$ cat config.mk
export PLATFORM = sky130hd
export DESIGN_NAME = xbus_seq
export DESIGN_NICKNAME = d
export VERILOG_FILES = /design/src/rtl/xbus_pkg.sv /design/src/rtl/xbus_ctl.sv /design/src/rtl/xbus_fsm.sv /design/src/rtl/xbus_pins.sv /design/src/rtl/xbus_seq.sv
export SDC_FILE = /design/constraint.sdc
export NUM_CORES = 1
export LEC_CHECK = 0
export BUFFER_PORTS_ARGS = -buffer_cell sky130_fd_sc_hd__buf_2
export CORE_MARGIN = 4
export CORE_UTILIZATION = 51
export DETAILED_ROUTE_END_ITERATION = 10
export PLACE_DENSITY = 0.82
export SLEW_MARGIN = 25
export SYNTH_ARGS = -nofsm -noshare
export SYNTH_HDL_FRONTEND = slang
export SYNTH_SLANG_ARGS = --single-unit
$ cat constraint.sdc
create_clock -name clk -period 2.4 [get_ports clk]
set_clock_uncertainty 0.2 [all_clocks]
set_input_delay 0.72 -clock clk [delete_from_list [all_inputs] [get_ports clk]]
set_output_delay 0.72 -clock clk [all_outputs]
set_load 0.01 [all_outputs]
$ cat src/rtl/xbus_pkg.sv
// Shared types for the multiplexed external bus controller.
// Assumes an 8-bit control register with fixed field positions.
package xbus_pkg;

    typedef enum logic [2:0] {
        PH_IDLE = 3'd0,
        PH_ADDR = 3'd1,
        PH_TURN = 3'd2,
        PH_DATA = 3'd3,
        PH_DONE = 3'd4
    } phase_t;

    typedef struct packed {
        logic mode_alt;
        logic ds2_en;
        logic as_alt;
        logic ext_tog;
        logic drive_hi;
    } ctl_t;

    localparam int BIT_MODE = 6;
    localparam int BIT_DS2  = 5;
    localparam int BIT_ASF  = 4;
    localparam int BIT_TOG  = 2;
    localparam int BIT_DRV  = 1;
    localparam logic [7:0] CTL_RESET = 8'h80;

    function automatic ctl_t ctl_unpack(input logic [7:0] v);
        ctl_t c;
        c.mode_alt = v[BIT_MODE];
        c.ds2_en   = v[BIT_DS2];
        c.as_alt   = v[BIT_ASF];
        c.ext_tog  = v[BIT_TOG];
        c.drive_hi = v[BIT_DRV];
        return c;
    endfunction

    function automatic logic [7:0] ctl_pack(input ctl_t c);
        logic [7:0] v;
        v = 8'h80;
        v[BIT_MODE] = c.mode_alt;
        v[BIT_DS2]  = c.ds2_en;
        v[BIT_ASF]  = c.as_alt;
        v[BIT_TOG]  = c.ext_tog;
        v[BIT_DRV]  = c.drive_hi;
        return v;
    endfunction

endpackage

$ cat src/rtl/xbus_ctl.sv
// Control register with a one-entry pending slot.
// A write arriving while a bus cycle runs is parked and applied in the
// next idle cycle, so the strobe format never changes mid-cycle.
module xbus_ctl
    import xbus_pkg::*;
(
    input  logic       clk,
    input  logic       rst_n,
    input  logic       idle,
    input  logic       wr_en,
    input  logic [7:0] wr_data,
    output ctl_t       ctl,
    output logic [7:0] ctl_q
);

    logic       pend_v;
    logic [7:0] pend_d;

    // Register update: direct in idle, parked while a cycle runs.
    always_ff @(posedge clk) begin
        if (!rst_n) begin
            ctl    <= ctl_unpack(CTL_RESET);
            pend_v <= 1'b0;
            pend_d <= 8'h00;
        end else if (idle) begin
            if (wr_en) begin
                ctl <= ctl_unpack(wr_data);
            end else if (pend_v) begin
                ctl <= ctl_unpack(pend_d);
            end
            pend_v <= 1'b0;
        end else if (wr_en) begin
            pend_d <= wr_data;
            pend_v <= 1'b1;
        end
    end

    // Readback with reserved bits at their fixed levels.
    always_comb begin
        ctl_q = ctl_pack(ctl);
    end

endmodule

$ cat src/rtl/xbus_fsm.sv
// Bus-cycle sequencer: accepts one request in idle, steps through the
// address, turnaround, data and closing phases (one clock each), latches
// the request, and captures read data at the end of the data phase.
// Assumes the requester holds req until rdy.
module xbus_fsm
    import xbus_pkg::*;
#(
    parameter int ADDR_W = 16,
    parameter int AD_W   = 8
) (
    input  logic              clk,
    input  logic              rst_n,
    input  logic              req,
    input  logic              req_wr,
    input  logic              req_ext,
    input  logic [ADDR_W-1:0] req_addr,
    input  logic [AD_W-1:0]   req_wdata,
    input  logic              tog_ok,
    input  logic [AD_W-1:0]   bus_in,
    output phase_t            st,
    output logic [ADDR_W-1:0] lat_addr,
    output logic [AD_W-1:0]   lat_wdata,
    output logic              lat_wr,
    output logic              lat_ext,
    output logic              lat_act,
    output logic [AD_W-1:0]   rdata,
    output logic              rdy
);

    phase_t st_nx;

    // Next phase: fixed one-clock steps once a request is taken.
    always_comb begin
        unique case (st)
            PH_IDLE: st_nx = req ? PH_ADDR : PH_IDLE;
            PH_ADDR: st_nx = PH_TURN;
            PH_TURN: st_nx = PH_DATA;
            PH_DATA: st_nx = PH_DONE;
            default: st_nx = PH_IDLE;
        endcase
    end

    // Phase register.
    always_ff @(posedge clk) begin
        if (!rst_n) st <= PH_IDLE;
        else        st <= st_nx;
    end

    // Request latch, taken when a request is accepted.
    always_ff @(posedge clk) begin
        if (!rst_n) begin
            lat_addr  <= '0;
            lat_wdata <= '0;
            lat_wr    <= 1'b0;
            lat_ext   <= 1'b0;
            lat_act   <= 1'b0;
        end else if (st == PH_IDLE && req) begin
            lat_addr  <= req_addr;
            lat_wdata <= req_wdata;
            lat_wr    <= req_wr;
            lat_ext   <= req_ext;
            lat_act   <= req_ext | tog_ok;
        end
    end

    // Read data capture on the closing edge of the data phase.
    always_ff @(posedge clk) begin
        if (!rst_n) begin
            rdata <= '0;
        end else if (st == PH_DATA && lat_ext && !lat_wr) begin
            rdata <= bus_in;
        end
    end

    // Completion pulse during the closing phase.
    always_comb begin
        rdy = (st == PH_DONE);
    end

endmodule

$ cat src/rtl/xbus_pins.sv
// Pin decoder: forms the strobes, direction line, bus enable and bus
// values from the phase and the latched request. Bus values are held in
// registers so undriven pins keep their last level.
module xbus_pins
    import xbus_pkg::*;
#(
    parameter int ADDR_W = 16,
    parameter int AD_W   = 8
) (
    input  logic                   clk,
    input  logic                   rst_n,
    input  phase_t                 st,
    input  logic                   mode_alt,
    input  logic                   ds2_en,
    input  logic [ADDR_W-1:0]      lat_addr,
    input  logic [AD_W-1:0]        lat_wdata,
    input  logic                   lat_wr,
    input  logic                   lat_ext,
    input  logic                   lat_act,
    output logic [AD_W-1:0]        ad_o,
    output logic                   ad_oe,
    output logic [ADDR_W-AD_W-1:0] ahi_o,
    output logic                   as_o,
    output logic                   ds_o,
    output logic                   ds2_o,
    output logic                   rw_o
);

    localparam int HI_W = ADDR_W - AD_W;

    logic [AD_W-1:0] ad_hold;
    logic [HI_W-1:0] ahi_hold;
    logic            live, in_addr, in_data, wdrive, strobe, upper;

    // Phase qualifiers for a cycle that drives the bus.
    always_comb begin
        live    = lat_act && (st != PH_IDLE);
        in_addr = live && (st == PH_ADDR);
        in_data = live && (st == PH_DATA);
        wdrive  = live && lat_wr &&
                  (st == PH_TURN || st == PH_DATA || st == PH_DONE);
        strobe  = in_data && (!mode_alt || !lat_wr);
        upper   = lat_addr[ADDR_W-1];
    end

    // Strobe and direction pins.
    always_comb begin
        ds_o  = !(strobe && lat_ext && (!ds2_en || upper));
        ds2_o = !(strobe && ds2_en && !upper);
        as_o  = mode_alt ? in_addr : !in_addr;
        rw_o  = mode_alt ? !(in_data && lat_wr)
                         : !(live && lat_wr && st != PH_DONE);
    end

    // Bus values, falling back to the held levels.
    always_comb begin
        ad_oe = in_addr || wdrive;
        if (in_addr)     ad_o = lat_addr[AD_W-1:0];
        else if (wdrive) ad_o = lat_wdata;
        else             ad_o = ad_hold;
        ahi_o = live ? lat_addr[ADDR_W-1:AD_W] : ahi_hold;
    end

    // Hold registers track the last level on the bus pins.
    always_ff @(posedge clk) begin
        if (!rst_n) begin
            ad_hold  <= '0;
            ahi_hold <= '0;
        end else begin
            ad_hold  <= ad_o;
            ahi_hold <= ahi_o;
        end
    end

endmodule

$ cat src/rtl/xbus_seq.sv
// Top of the multiplexed external bus controller: control register,
// cycle sequencer and pin decoder. Assumes one outstanding request.
module xbus_seq
    import xbus_pkg::*;
#(
    parameter int ADDR_W = 16,
    parameter int AD_W   = 8
) (
    input  logic                   clk,
    input  logic                   rst_n,
    input  logic                   prot_en,
    input  logic                   cfg_we,
    input  logic [7:0]             cfg_wdata,
    output logic [7:0]             cfg_q,
    output logic                   cfg_as_alt,
    output logic                   cfg_drive_hi,
    input  logic                   req,
    input  logic                   req_wr,
    input  logic                   req_ext,
    input  logic [ADDR_W-1:0]      req_addr,
    input  logic [AD_W-1:0]        req_wdata,
    output logic                   rdy,
    output logic [AD_W-1:0]        rdata,
    output logic [AD_W-1:0]        ad_o,
    output logic                   ad_oe,
    input  logic [AD_W-1:0]        ad_i,
    output logic [ADDR_W-AD_W-1:0] ahi_o,
    output logic                   as_o,
    output logic                   ds_o,
    output logic                   ds2_o,
    output logic                   rw_o
);

    ctl_t              ctl;
    phase_t            st;
    logic [ADDR_W-1:0] lat_addr;
    logic [AD_W-1:0]   lat_wdata;
    logic              lat_wr, lat_ext, lat_act, tog_ok, upper_blk;

    // Toggle permission and block select seen by the other parts.
    always_comb begin
        tog_ok       = ctl.ext_tog && !prot_en;
        upper_blk    = lat_addr[ADDR_W-1];
        cfg_as_alt   = ctl.as_alt;
        cfg_drive_hi = ctl.drive_hi;
    end

    xbus_ctl u_ctl (
        .clk     (clk),
        .rst_n   (rst_n),
        .idle    (st == PH_IDLE),
        .wr_en   (cfg_we),
        .wr_data (cfg_wdata),
        .ctl     (ctl),
        .ctl_q   (cfg_q)
    );

    xbus_fsm #(.ADDR_W(ADDR_W), .AD_W(AD_W)) u_fsm (
        .clk       (clk),
        .rst_n     (rst_n),
        .req       (req),
        .req_wr    (req_wr),
        .req_ext   (req_ext),
        .req_addr  (req_addr),
        .req_wdata (req_wdata),
        .tog_ok    (tog_ok),
        .bus_in    (ad_i),
        .st        (st),
        .lat_addr  (lat_addr),
        .lat_wdata (lat_wdata),
        .lat_wr    (lat_wr),
        .lat_ext   (lat_ext),
        .lat_act   (lat_act),
        .rdata     (rdata),
        .rdy       (rdy)
    );

    xbus_pins #(.ADDR_W(ADDR_W), .AD_W(AD_W)) u_pins (
        .clk       (clk),
        .rst_n     (rst_n),
        .st        (st),
        .mode_alt  (ctl.mode_alt),
        .ds2_en    (ctl.ds2_en),
        .lat_addr  (lat_addr),
        .lat_wdata (lat_wdata),
        .lat_wr    (lat_wr),
        .lat_ext   (lat_ext),
        .lat_act   (lat_act),
        .ad_o      (ad_o),
        .ad_oe     (ad_oe),
        .ahi_o     (ahi_o),
        .as_o      (as_o),
        .ds_o      (ds_o),
        .ds2_o     (ds2_o),
        .rw_o      (rw_o)
    );

endmodule

Word level (Yosys, flattened, before mapping)
Cells that the tools add are included.
{ "totals": {"reg_bits": 67, "latchBits": 0, "mem_bits_rw": 0, "rom_bits": 0, "output_inout_bits": 40, "wordCells": 70, "n_memories": 0} }
{ "classes": {"n_addsub": 0, "multipliers": 0, "div_mod_pow": 0, "magnitude_cmp": 0, "n_eq_ne": 5, "shifts": 0, "n_mux": 9, "bitwise": 3, "n_reduce_logical": 37} }
{ "op_table": {"columns": ["cell", "count"], "rows": [
  ["$mux 8", 3],
  ["$logic_and 1x1->1", 16],
  ["$pmux 3 s4", 1],
  ["$logic_not 1->1", 10],
  ["$mux 5", 2],
  ["$eq 3x2->1 const B", 2],
  ["$logic_or 1x1->1", 5],
  ["$reduce_and 2->1", 2],
  ["$eq 3x1->1 const B", 1],
  ["$eq 3x3->1 const B", 1],
  ["$logic_not 3->1", 1],
  ["$mux 1", 3],
  ["$ne 3x3->1 const B", 1],
  ["$reduce_bool 3->1", 1],
  ["$not 1->1", 2],
  ["$reduce_bool 2->1", 1],
  ["$reduce_or 2->1", 1],
  ["$or 1x1->1", 1]
]} }

Logic depth before layout (Yosys ltp)
Gate-level depths: netlist of run 1.
{ "logic_depth": {"word_depth": 7, "depth_mapped": 5} }

Hierarchy
A second synthesis of run 1 with hierarchy kept.
{ "unflattened": {"hier_cells": 322, "area_unflattened_um2": 3022.9} }
{ "by_module_without_submodules": {"columns": ["mod", "instances", "cells_per_inst", "area_per_inst_um2", "seq_area_each_um2"], "rows": [
  ["xbus_fsm", 1, 165, 1526.5, 760.7],
  ["xbus_pins", 1, 101, 928.4, 320.3],
  ["xbus_ctl", 1, 54, 551.8, 220.2],
  ["xbus_seq", 1, 2, 16.3, 0.0]
]} }

Worst setup path before layout of run 1
OpenSTA, ideal clock, no wires.
{ "synth_timing": {"path_type": "register to output", "from": "register u_fsm.st[1]", "to": "output port ds2_o", "arrival_ps": 1279, "required_ps": 1480, "slack_ps": 201, "stages_incl_launch_ff": 6, "path_cell_list": "dfxtp_1 buf_4 and3b_1 buf_2 and3_1 nand3b_1"} }
{ "synth_via": {"elab_chain_cells": 7, "word_cells_on_any_way": 8, "cone_classes": "eq/ne: 1; reduce/logical: 7"} }
{ "synth_lines": {"columns": ["element", "line", "rtl"], "rows": [
  ["from (decl)", "xbus_fsm.sv:20", "output phase_t st,"],
  ["from (signal assigned)", "xbus_fsm.sv:46", "else st <= st_nx;"],
  ["$reduce_bool 3->1", "xbus_pins.sv:37", "live = lat_act && (st != PH_IDLE);"],
  ["$logic_and 1x1->1", "xbus_pins.sv:37", null],
  ["$logic_and 1x1->1 *", "xbus_pins.sv:39", "in_data = live && (st == PH_DATA);"],
  ["$logic_and 1x1->1 *", "xbus_pins.sv:42", "strobe = in_data && (!mode_alt || !lat_wr);"],
  ["$logic_and 1x1->1 * (2 in a row)", "xbus_pins.sv:49", "ds2_o = !(strobe && ds2_en && !upper);"],
  ["$logic_not 1->1 *", "xbus_pins.sv:49", null],
  ["to (decl)", "xbus_seq.sv:30", "output logic ds2_o,"]
]} }
Mark *: on every way between the ends. The rest lies on a longest branch, timed or not.

Worst setup path in the final report of run 1
{ "layout_timing": {"from": "register u_fsm.st[1]", "to": "output port ad_o[1]"} }
{ "layout_via": {"elab_chain_cells": 6, "word_cells_on_any_way": 13, "cone_classes": "eq/ne: 4; mux: 2; reduce/logical: 7"} }
{ "layout_lines": {"columns": ["element", "line", "rtl"], "rows": [
  ["$eq 3x2->1 / $reduce_bool 3->1 (equally long branches)", "xbus_pins.sv:41, xbus_pins.sv:37", null],
  ["$logic_or 1x1->1 / $logic_and 1x1->1 (equally long branches)", "xbus_pins.sv:41, xbus_pins.sv:37", null],
  ["$logic_or 1x1->1 / $logic_and 1x1->1 (equally long branches)", "xbus_pins.sv:41, xbus_pins.sv:40", null],
  ["$logic_and 1x1->1", "xbus_pins.sv:40", "wdrive = live && lat_wr &&"],
  ["$mux 8", "xbus_pins.sv:59", "else if (wdrive) ad_o = lat_wdata;"],
  ["$mux 8 *", "xbus_pins.sv:58", "if (in_addr) ad_o = lat_addr[AD_W-1:0];"],
  ["to (decl)", "xbus_seq.sv:24", "output logic [AD_W-1:0] ad_o,"]
]} }
Marks and branches as above.

==> impl_metrics.csv, run 1 <==
group,metric,value,unit
timing,final-max-slew-violation-count,0,
routing,wl_per_cell,16.7,um
setup_path,critical_path.max_fanout,10,
die,fp.dieH,83.3,um
routing,detailedRoute.firstPassIterationCount,5,
routing,top_layer_used,"met4",
pwr,power.share.combinational,0.185,
grt,grt_first_pass_wirelength,12200,um
final_layout,synthToLayoutAreaGrowth,33.6,%
timing,max_slew_margin,0.658,
pwr,p_int,1780,uW
synthesis,post_synthesis_cell_type_with_the_largest_combined_area,"dfxtp_1",
placement,io_buffer_count,80,
timing,rsz0062_at_grt,"yes",
timing,worst_slew_pin_slew,513,ps
placement,preCtsSetupSlack,63.1,ps
setup_path,worstPathArrival,1790,ps
die,placeableCoreArea,5510,sq um
routing,met3_length,655,um
placement,routabilityCongestion,0.792,
synthesis,netlist_area,2900,sq um
timing,final_min_period_over_clock_period,1.13,
final_layout,multiInputGateArea,1540,sq um
clocking,cts-hold-fix-buffers,0,
routing,remaining_drc_errors,0,
synthesis,synth-async-reset-ratio,0,
pwr,power.total,2490,uW
setup_path,reg2reg_launch_point,"u_fsm.st[2]",
grt,initial_antenna_violation_count,0,
setup_path,critical_path.endpoint_type,"primary output",
setup_path,r2r_end,"u_fsm.lat_addr[5]",
setup_path,worst-r2r-setup-slack,420,ps
final_layout,antenna-diode-count,0,
timing,timing_limited_maximum_frequency,368,MHz
routing,detailroute.via_count,2780,
setup_path,critical_path.startpoint_type,"flop",
routing,drt_iter0_markers,323,
timing,post-route-worst-setup-slack,-314,ps
setup_path,startpoint_of_the_worst_setup_timing_path,"u_fsm.st[1]",
pwr,power.density_cell_area,643,nW/um^2
synthesis,syn_avg_cell_area,8.91,sq um
die,effective_utilization_at_floorplan,0.526,
clocking,numClockSinks,65,
die,num_io_pins,87,
clocking,clk_latency,340,ps
final_layout,fill_cells,404,
outcome,run_status,"finished with violations",
grt,overflow,0,
grt,grt_util_all_layers,0.216,
clocking,clk_buf_depth,2,
die,design.die.area,6950,sq um
synthesis,yosys-top-cells-count,"dfxtp_1, nand2_1, a21oi_1",
routing,drt_wl_total,8200,um
synthesis,ys_warn_count,0,
timing,time_the_worst_path_needs_with_i_o_delays_and_setup,2710,ps
setup_path,timing.critical_path.required,1480,ps
routing,route.met2.wl,3840,um
synthesis,yosysSeqAreaShare,0.449,
clocking,post_cts_clock_slew_at_the_launch_and_capture_registers_of_the_worst_setup_and_hold_paths,70,ps
setup_path,worstSetupPathType,"reg -> out",
outcome,violations_in_the_final_reports,"setup timing",
pwr,cellLeakagePower,0.00171,uW
placement,dp_hpwl,4870,um
clocking,cts_buffers,9,
synthesis,leading_cell_type_by_number_of_instances_after_synthesis,"dfxtp_1",
setup_path,crit_end,"ad_o[1]",
synthesis,post_synth_inst_count,325,
synthesis,synth.lib_cells_used.distinct,41,
pwr,power_frac_clock,0.335,
timing,timing_hold_violations_final,0,
pwr,vdd.ir_drop.worst,476,uV
pwr,swShare,0.286,
pwr,power.switching,712,uW
clocking,cts_tree,"yes",
synthesis,postSynthRegisterBits,65,
pwr,power_frac_seq,0.480,
clocking,cts-htree-levels,3,
synthesis,ys_dominant_reg_cell,"dfxtp_1",
routing,post_drt_via_cell_ratio,5.67,
setup_path,worst_r2r_path_depth,7,
min_path,min_path_type,"reg -> reg",
final_layout,regArea,1310,sq um
grt,largest_net_degree_at_the_start_of_global_routing,42,
grt,first_global_vias,2560,
timing,setup_viol_count_final,21,
synthesis,synth-edff-count,0,
synthesis,post_synth_top_area_share,0.449,
die,die_width,83.3,um
final_layout,nets,460,
routing,wirelength_met1,3480,um
final_layout,layout-drive-gt1-share,0.395,
routing,route.antenna.remaining_nets,0,
job,cap_viol_max_count,0,
synthesis,synth.top_cells.by_area,"dfxtp_1, nand2_1, a21oi_1, o2111ai_1, mux2i_1",
clocking,clock_tree.root_cell,"clkbuf_8",
die,rows,27,
cell families after synthesis:
family                 Yosys count  share of synthesized area
AND/OR/NAND/NOR                121                      0.209
multiplexers                    18                     0.0657
other                            2                    0.00259
AO/OA/AOI/OAI                   81                      0.182
flip-flops                      65                      0.449
buffers and inverters           36                     0.0851
XOR/XNOR                         2                    0.00605
what timing repair did:
item	CTS	global route
buffers inserted	4	3
pin swaps	3	6
gates cloned	2	0
endpoints found under the setup margin	21	22
resized for setup	44	19
cells in the final DEF (no fill, tap or decap), drive strengths merged, types with 2 or more instances in the layout:
cell and n:
a21oi 39, nor2b 2, nand3b 2, nor2 10
clkbuf 13, mux2i 10, nor3 4, o2111ai 16
mux2 8, nand2b 3, a31oi 8, nand2 64
and2b 2, clkinv 4, a211oi 5, xnor2 2
o21ai 9, o31ai 2, nand3 17, conb 3
inv 3, dfxtp 65, and2 9, buf 107
final cells by class:
cell class	count	area share
clock buffer	13	0.0411
clock inverter	3	0.00388
inverter	4	0.00712
multi-input combinational	226	0.398
sequential	65	0.338
tap	72	0.0233
timing repair buffer	107	0.189
worst min path at each step:
stage	from	to	slack, ps	cells past startpoint
floorplan	u_fsm.lat_addr[10]	u_fsm.lat_addr[10]	230	2
global placement	u_fsm.lat_addr[10]	u_fsm.lat_addr[10]	240	2
detailed placement	u_fsm.lat_addr[9]	u_fsm.lat_addr[9]	250	2
CTS	u_fsm.lat_addr[0]	u_fsm.lat_addr[0]	260	2
global route	u_fsm.lat_addr[1]	u_fsm.lat_addr[1]	270	2
finish	u_fsm.lat_addr[0]	u_fsm.lat_addr[0]	260	2
per-layer routing:
layer  track usage  vias up
met2         0.359      138
li1              -     1310
met5             0        -
met4        0.0758        0
met3        0.0675       26
met1         0.264     1306
registers in the layout (all words and copies together), names as in the netlist:
name	cells
u_fsm.lat_addr	16
u_fsm.lat_wdata	8
u_fsm.rdata	8
u_pins.ad_hold	8
u_pins.ahi_hold	8
u_ctl.ctl	5
u_ctl.pend_d	5
u_fsm.st	3
u_ctl.pend_v	1
u_fsm.lat_act	1
u_fsm.lat_ext	1
u_fsm.lat_wr	1
power by group through the flow:
stage          registers, uW  clock network, uW  logic, uW
2_1_floorplan           1200                  0        281
3_3_place_gp            1200                  0        380
3_5_place_dp            1210                  0        389
4_1_cts                 1190                838        428
5_1_grt                 1200                901        496
6_report                1190                835        459
critical path, cell delays in order (launching register included):
cell and delay, ps:
dfxtp_2 340, or3b_4 410, buf_12 170, o2111ai_2 240
nand3_1 120, buf_2 170
per-stage QoR:
step / hold slack (ps) / area (sq um) / util / std cells / setup TNS (ps)
2_1_floorplan: 234 / 2900 / - / 326 / 0
3_3_place_gp: 240 / 3340 / 0.606 / 465 / 0
3_5_place_dp: 248 / 3340 / 0.606 / 465 / 0
4_1_cts: 258 / 3760 / 0.683 / 487 / -4060
5_1_grt: 270 / 3870 / 0.703 / 490 / -5920
6_report: 256 / 3870 / 0.703 / 490 / -4700
No activity file was read; power rests on OpenSTA's default activity.
==> run 2, diff against run 1 <==
- CORE_ASPECT_RATIO: not set -> 0.75
==> run 2 against run 1 <==
Against the previous run: sequential cell count unchanged; routed wire length is 18% higher; critical path type unchanged; critical path depth is the same; fmax is 0.31% higher; utilization rose by 7.2 points; global-route usage rose by 5.5 points; clock power up 32%; register-to-register slack worse by 90 ps; via count grew 5.3%; largest cell class unchanged; the run still ends with setup timing left.
==> impl_metrics.csv, run 2 (synthesized netlist as in run 1, its figures left out) <==
group,metric,value,unit
final_layout,fill_cells,347,
setup_path,timing.critical_path.required,1480,ps
clocking,clk_buf_depth,2,
timing,rsz0062_at_grt,"yes",
final_layout,nets,458,
timing,worst_slew_pin_slew,612,ps
setup_path,critical_path.slowest_cell,"or3b_4",
timing,post-route-worst-setup-slack,-306,ps
routing,drt_iter0_markers,326,
final_layout,synthToLayoutAreaGrowth,44.7,%
outcome,run_status,"finished with violations",
final_layout,largest_register_ffs,16,
final_layout,max_flop_register,"u_fsm.lat_addr",
die,rows,23,
setup_path,cp_slowest_stage_delay,420,ps
clocking,clk_latency,360,ps
setup_path,critical_path.n_buffers_inverters,2,
timing,max_slew_margin,0.591,
routing,wl_per_cell,19.7,um
setup_path,worst_path_dominant_cell_family,"simple AND/OR/NAND/NOR gates",
clocking,clock_tree.root_cell,"clkbuf_8",
pwr,power.density_cell_area,667,nW/um^2
setup_path,worstSetupPathType,"reg -> out",
placement,routabilityCongestion,0.866,
clocking,cts-htree-levels,3,
setup_path,crit_path_cell_trace,"or3b_4 -> buf_12 -> o2111ai_4 -> nand3_2 -> buf_6",
grt,grt_first_pass_wirelength,14100,um
timing,timing_limited_maximum_frequency,370,MHz
timing,final_min_period_over_clock_period,1.13,
timing,timing_hold_violations_final,0,
grt,grt_util_all_layers,0.271,
min_path,min_path_type,"reg -> reg",
clocking,numClockSinks,65,
pwr,power.total,2790,uW
die,effective_utilization_at_floorplan,0.535,
routing,drt_wl_total,9700,um
final_layout,layout-drive-gt1-share,0.421,
die,fp.dieH,73.3,um
die,design.die.area,6960,sq um
setup_path,critical_path.startpoint_type,"flop",
timing,hold-worst-slack,260,ps
grt,first_global_vias,2787,
grt,overflow,0,
die,die_width,95,um
timing,final.setup.tns,-4980,ps
pwr,vdd.ir_drop.worst,483,uV
routing,route.antenna.remaining_nets,0,
job,cap_viol_max_count,0,
final_layout,layout.cells.most_common_list,"nand2_1, buf_2, dfxtp_1, a21oi_1, buf_6",
routing,post_drt_via_cell_ratio,5.96,
pwr,cellLeakagePower,0.00180,uW
timing,final-max-slew-violation-count,0,
die,placeableCoreArea,5410,sq um
die,num_io_pins,87,
timing,time_the_worst_path_needs_with_i_o_delays_and_setup,2710,ps
clocking,cts_buffers,9,
placement,detailed_place.area,3330,sq um
setup_path,critical_path.max_fanout,6,
grt,initial_antenna_violation_count,0,
final_layout,antenna-diode-count,0,
placement,io_buffer_count,80,
routing,remaining_drc_errors,0,
grt,largest_net_degree_at_the_start_of_global_routing,42,
routing,detailedRoute.firstPassIterationCount,5,
setup_path,worstPathArrival,1790,ps
timing,setup_viol_count_final,21,
clocking,cts_tree,"yes",
outcome,violations_in_the_final_reports,"setup timing",
placement,dp_hpwl,4980,um
clocking,post_cts_clock_slew_at_the_launch_and_capture_registers_of_the_worst_setup_and_hold_paths,80,ps
placement,preCtsSetupSlack,48.8,ps
routing,detailroute.via_count,2928,
setup_path,critical_path.endpoint_type,"primary output",
final_layout,final_area,4190,sq um
run 2: cell count changes in the layout (fill, tap and decap cells not counted), moves of 2 or more:
cell / change
buf_4: -8
buf_6: +10
o2111ai_4: +11
nand3_1: -5
o2111ai_2: -8
clkbuf_1: -2
nand3_2: +5
buf_2: -7
bufinv_16: +2
o2111ai_1: -3
run 2: what timing repair did:
item	CTS	global route
pin swaps	20	11
resized for setup	79	21
setup endpoints to repair	21	22
hold buffers	0	0
gates cloned	2	1
setup buffers	2	4
run 2: worst min-delay path, stage by stage (launching register included):
cell and delay, ps:
dfxtp_1 310, nand2_1 50, a21oi_1 50
run 2: worst paths after layout:
check | startpoint | end | slack [ps] | cells past startpoint
min reg2reg | u_fsm.lat_addr[12] | u_fsm.lat_addr[12] | 260 | 2
max reg2reg | u_fsm.st[1] | u_fsm.lat_addr[0] | 330 | 6
min | u_fsm.lat_addr[12] | u_fsm.lat_addr[12] | 260 | 2
max | u_fsm.st[0] | ad_o[1] | -310 | 5
run 2: layer usage:
| layer | wire, um | vias to the layer above | global-route usage |
|---|---|---|---|
| li1 | - | 1307 | - |
| met3 | 745 | 54 | 0.0911 |
| met5 | 0 | - | 0 |
| met2 | 4750 | 181 | 0.431 |
| met1 | 3740 | 1386 | 0.333 |
| met4 | 466 | 0 | 0.126 |
run 2: final cells by class:
| class | count | area (sq um) | share of cell area |
|---|---|---|---|
| timing repair inverter | 1 | 16.3 | 0.00388 |
| inverter | 4 | 27.5 | 0.00657 |
| clock buffer | 11 | 151 | 0.0361 |
| sequential | 65 | 1310 | 0.313 |
| tap | 75 | 93.8 | 0.0224 |
| clock inverter | 5 | 77.6 | 0.0185 |
| multi-input combinational | 226 | 1730 | 0.413 |
| timing repair buffer | 104 | 782 | 0.187 |
run 2: power breakdown:
part / leakage [uW] / total [uW] / switching, uW / internal [uW]
registers: 0.000532 / 1200 / 58.8 / 1140
clock network: 0.000115 / 1100 / 458 / 638
logic: 0.00115 / 497 / 284 / 212
run 2: stage by stage:
| step | instances | util |
|---|---|---|
| detailed placement | 466 | 0.615 |
| floorplan | 326 | - |
| global placement | 466 | 0.615 |
| finish | 491 | 0.775 |
| global route | 491 | 0.775 |
| CTS | 486 | 0.747 |
==> run 3, diff against run 2 <==
- GPL_TIMING_DRIVEN: not set -> 0
- PLACE_DENSITY: 0.82 -> 0.76
==> run 3 against run 2 <==
Against the previous run: clock-buffer cell count increased by 2; via count decreased by 4.5%; highest routed layer unchanged; worst setup slack got worse by 20 ps; register-to-register slack improved by 40 ps; the flow still finishes with violations (setup timing).
==> impl_metrics.csv, run 3 (synthesized netlist as in run 1, its figures left out) <==
group,metric,value,unit
timing,final_min_period_over_clock_period,1.14,
setup_path,critical_path.max_fanout,6,
routing,detailroute.via_count,2797,
die,design.die.area,6960,sq um
pwr,cellLeakagePower,0.00183,uW
final_layout,layout-drive-gt1-share,0.405,
die,fp.dieH,73.3,um
timing,time_the_worst_path_needs_with_i_o_delays_and_setup,2730,ps
grt,grt_first_pass_wirelength,13800,um
routing,drt_iter0_markers,216,
routing,drt_wl_total,8740,um
final_layout,instances_no_fill,505,
routing,remaining_drc_errors,0,
outcome,run_status,"finished with violations",
routing,route.antenna.remaining_nets,0,
routing,wl_per_cell,17.3,um
final_layout,final_area,4220,sq um
grt,largest_net_degree_at_the_start_of_global_routing,11,
timing,timing_limited_maximum_frequency,367,MHz
timing,hold-worst-slack,260,ps
final_layout,nets,473,
setup_path,timing.critical_path.required,1480,ps
clocking,numClockSinks,65,
timing,rsz0062_at_grt,"yes",
clocking,cts-htree-levels,3,
min_path,min_path_type,"reg -> reg",
placement,routabilityCongestion,0.843,
grt,overflow,0,
final_layout,layout.cells.most_common_list,"buf_2, nand2_1, dfxtp_1, a21oi_1, buf_6",
placement,detailed_place.area,3390,sq um
final_layout,antenna-diode-count,0,
timing,setup_viol_count_final,22,
die,num_io_pins,87,
clocking,clock_tree.root_cell,"clkbuf_8",
final_layout,synthToLayoutAreaGrowth,45.9,%
final_layout,largest_register_ffs,16,
pwr,vdd.ir_drop.worst,540,uV
clocking,clk_latency,340,ps
pwr,power.density_cell_area,657,nW/um^2
die,die_width,95,um
clocking,post_cts_clock_slew_at_the_launch_and_capture_registers_of_the_worst_setup_and_hold_paths,70,ps
outcome,violations_in_the_final_reports,"setup timing",
final_layout,fill_cells,367,
grt,grt_util_all_layers,0.263,
placement,io_buffer_count,79,
final_layout,max_flop_register,"u_fsm.lat_addr",
routing,post_drt_via_cell_ratio,5.54,
timing,max_slew_margin,0.532,
clocking,clk_buf_depth,2,
timing,post-route-worst-setup-slack,-326,ps
clocking,cts-hold-fix-buffers,0,
placement,place_inst,480,
grt,first_global_vias,2749,
setup_path,critical_path.startpoint_type,"flop",
final_layout,final_core_utilization,0.781,
die,rows,23,
setup_path,worstPathArrival,1810,ps
pwr,power.total,2770,uW
setup_path,worstSetupPathType,"reg -> out",
die,placeableCoreArea,5410,sq um
final_layout,layout.cells.most_common,"buf_2",
timing,timing_hold_violations_final,0,
clocking,cts_buffers,9,
clocking,cts_tree,"yes",
timing,worst_slew_pin_slew,699,ps
routing,detailedRoute.firstPassIterationCount,5,
timing,final-max-slew-violation-count,0,
setup_path,critical_path.endpoint_type,"primary output",
job,cap_viol_max_count,0,
grt,initial_antenna_violation_count,0,
die,effective_utilization_at_floorplan,0.535,
placement,dp_hpwl,5160,um
==> run 3: critical path, stage by stage (launching register included) <==
cell,delay [ps]
dfxtp_4,380
or3b_4,410
buf_12,170
o2111ai_4,230
nand3_2,130
buf_6,140
==> run 3: worst paths after layout <==
check | startpoint | end | slack [ps] | cells past startpoint
worst max-delay path | u_fsm.st[2] | ad_o[5] | -330 | 5
worst min-delay path | u_fsm.lat_addr[10] | u_fsm.lat_addr[10] | 260 | 2
worst max register to register | u_fsm.st[0] | u_fsm.lat_addr[8] | 370 | 6
worst min register to register | u_fsm.lat_addr[10] | u_fsm.lat_addr[10] | 260 | 2
==> run 3: metal layers <==
layer / global-route usage / vias to the layer above / wire (um)
met2: 0.427 / 111 / 4240
li1: - / 1339 / -
met5: 0 / - / 0
met1: 0.333 / 1327 / 3600
met4: 0.0816 / 0 / 199
met3: 0.0880 / 20 / 698
==> run 3: final cells by class <==
| type | count | area (sq um) | area share |
|---|---|---|---|
| buffer | 31 | 255 | 0.0604 |
| clock buffer | 13 | 169 | 0.0400 |
| clock inverter | 2 | 60.1 | 0.0142 |
| inverter | 4 | 27.5 | 0.00652 |
| multi-input combinational | 225 | 1700 | 0.402 |
| sequential | 65 | 1310 | 0.311 |
| tap | 75 | 93.8 | 0.0222 |
| timing repair buffer | 89 | 588 | 0.139 |
| timing repair inverter | 1 | 16.3 | 0.00385 |
==> run 3: power by group <==
part	switching (uW)	internal, uW	total, uW
clock	409	665	1070
sequential	58.6	1140	1200
combinational	277	221	498
==> run 3: per-stage QoR <==
stage	setup TNS [ps]	setup slack (ps)
finish	-5300	-326
global route	-6590	-375
CTS	-4510	-261
floorplan	0	201
global placement	-962	-81.2
detailed placement	-1120	-100
==> run 3: timing repair <==
item	CTS	global route
gates cloned	3	0
gates resized for setup	89	4
setup buffers	3	5
pin swaps	24	8
setup endpoints to repair	22	22
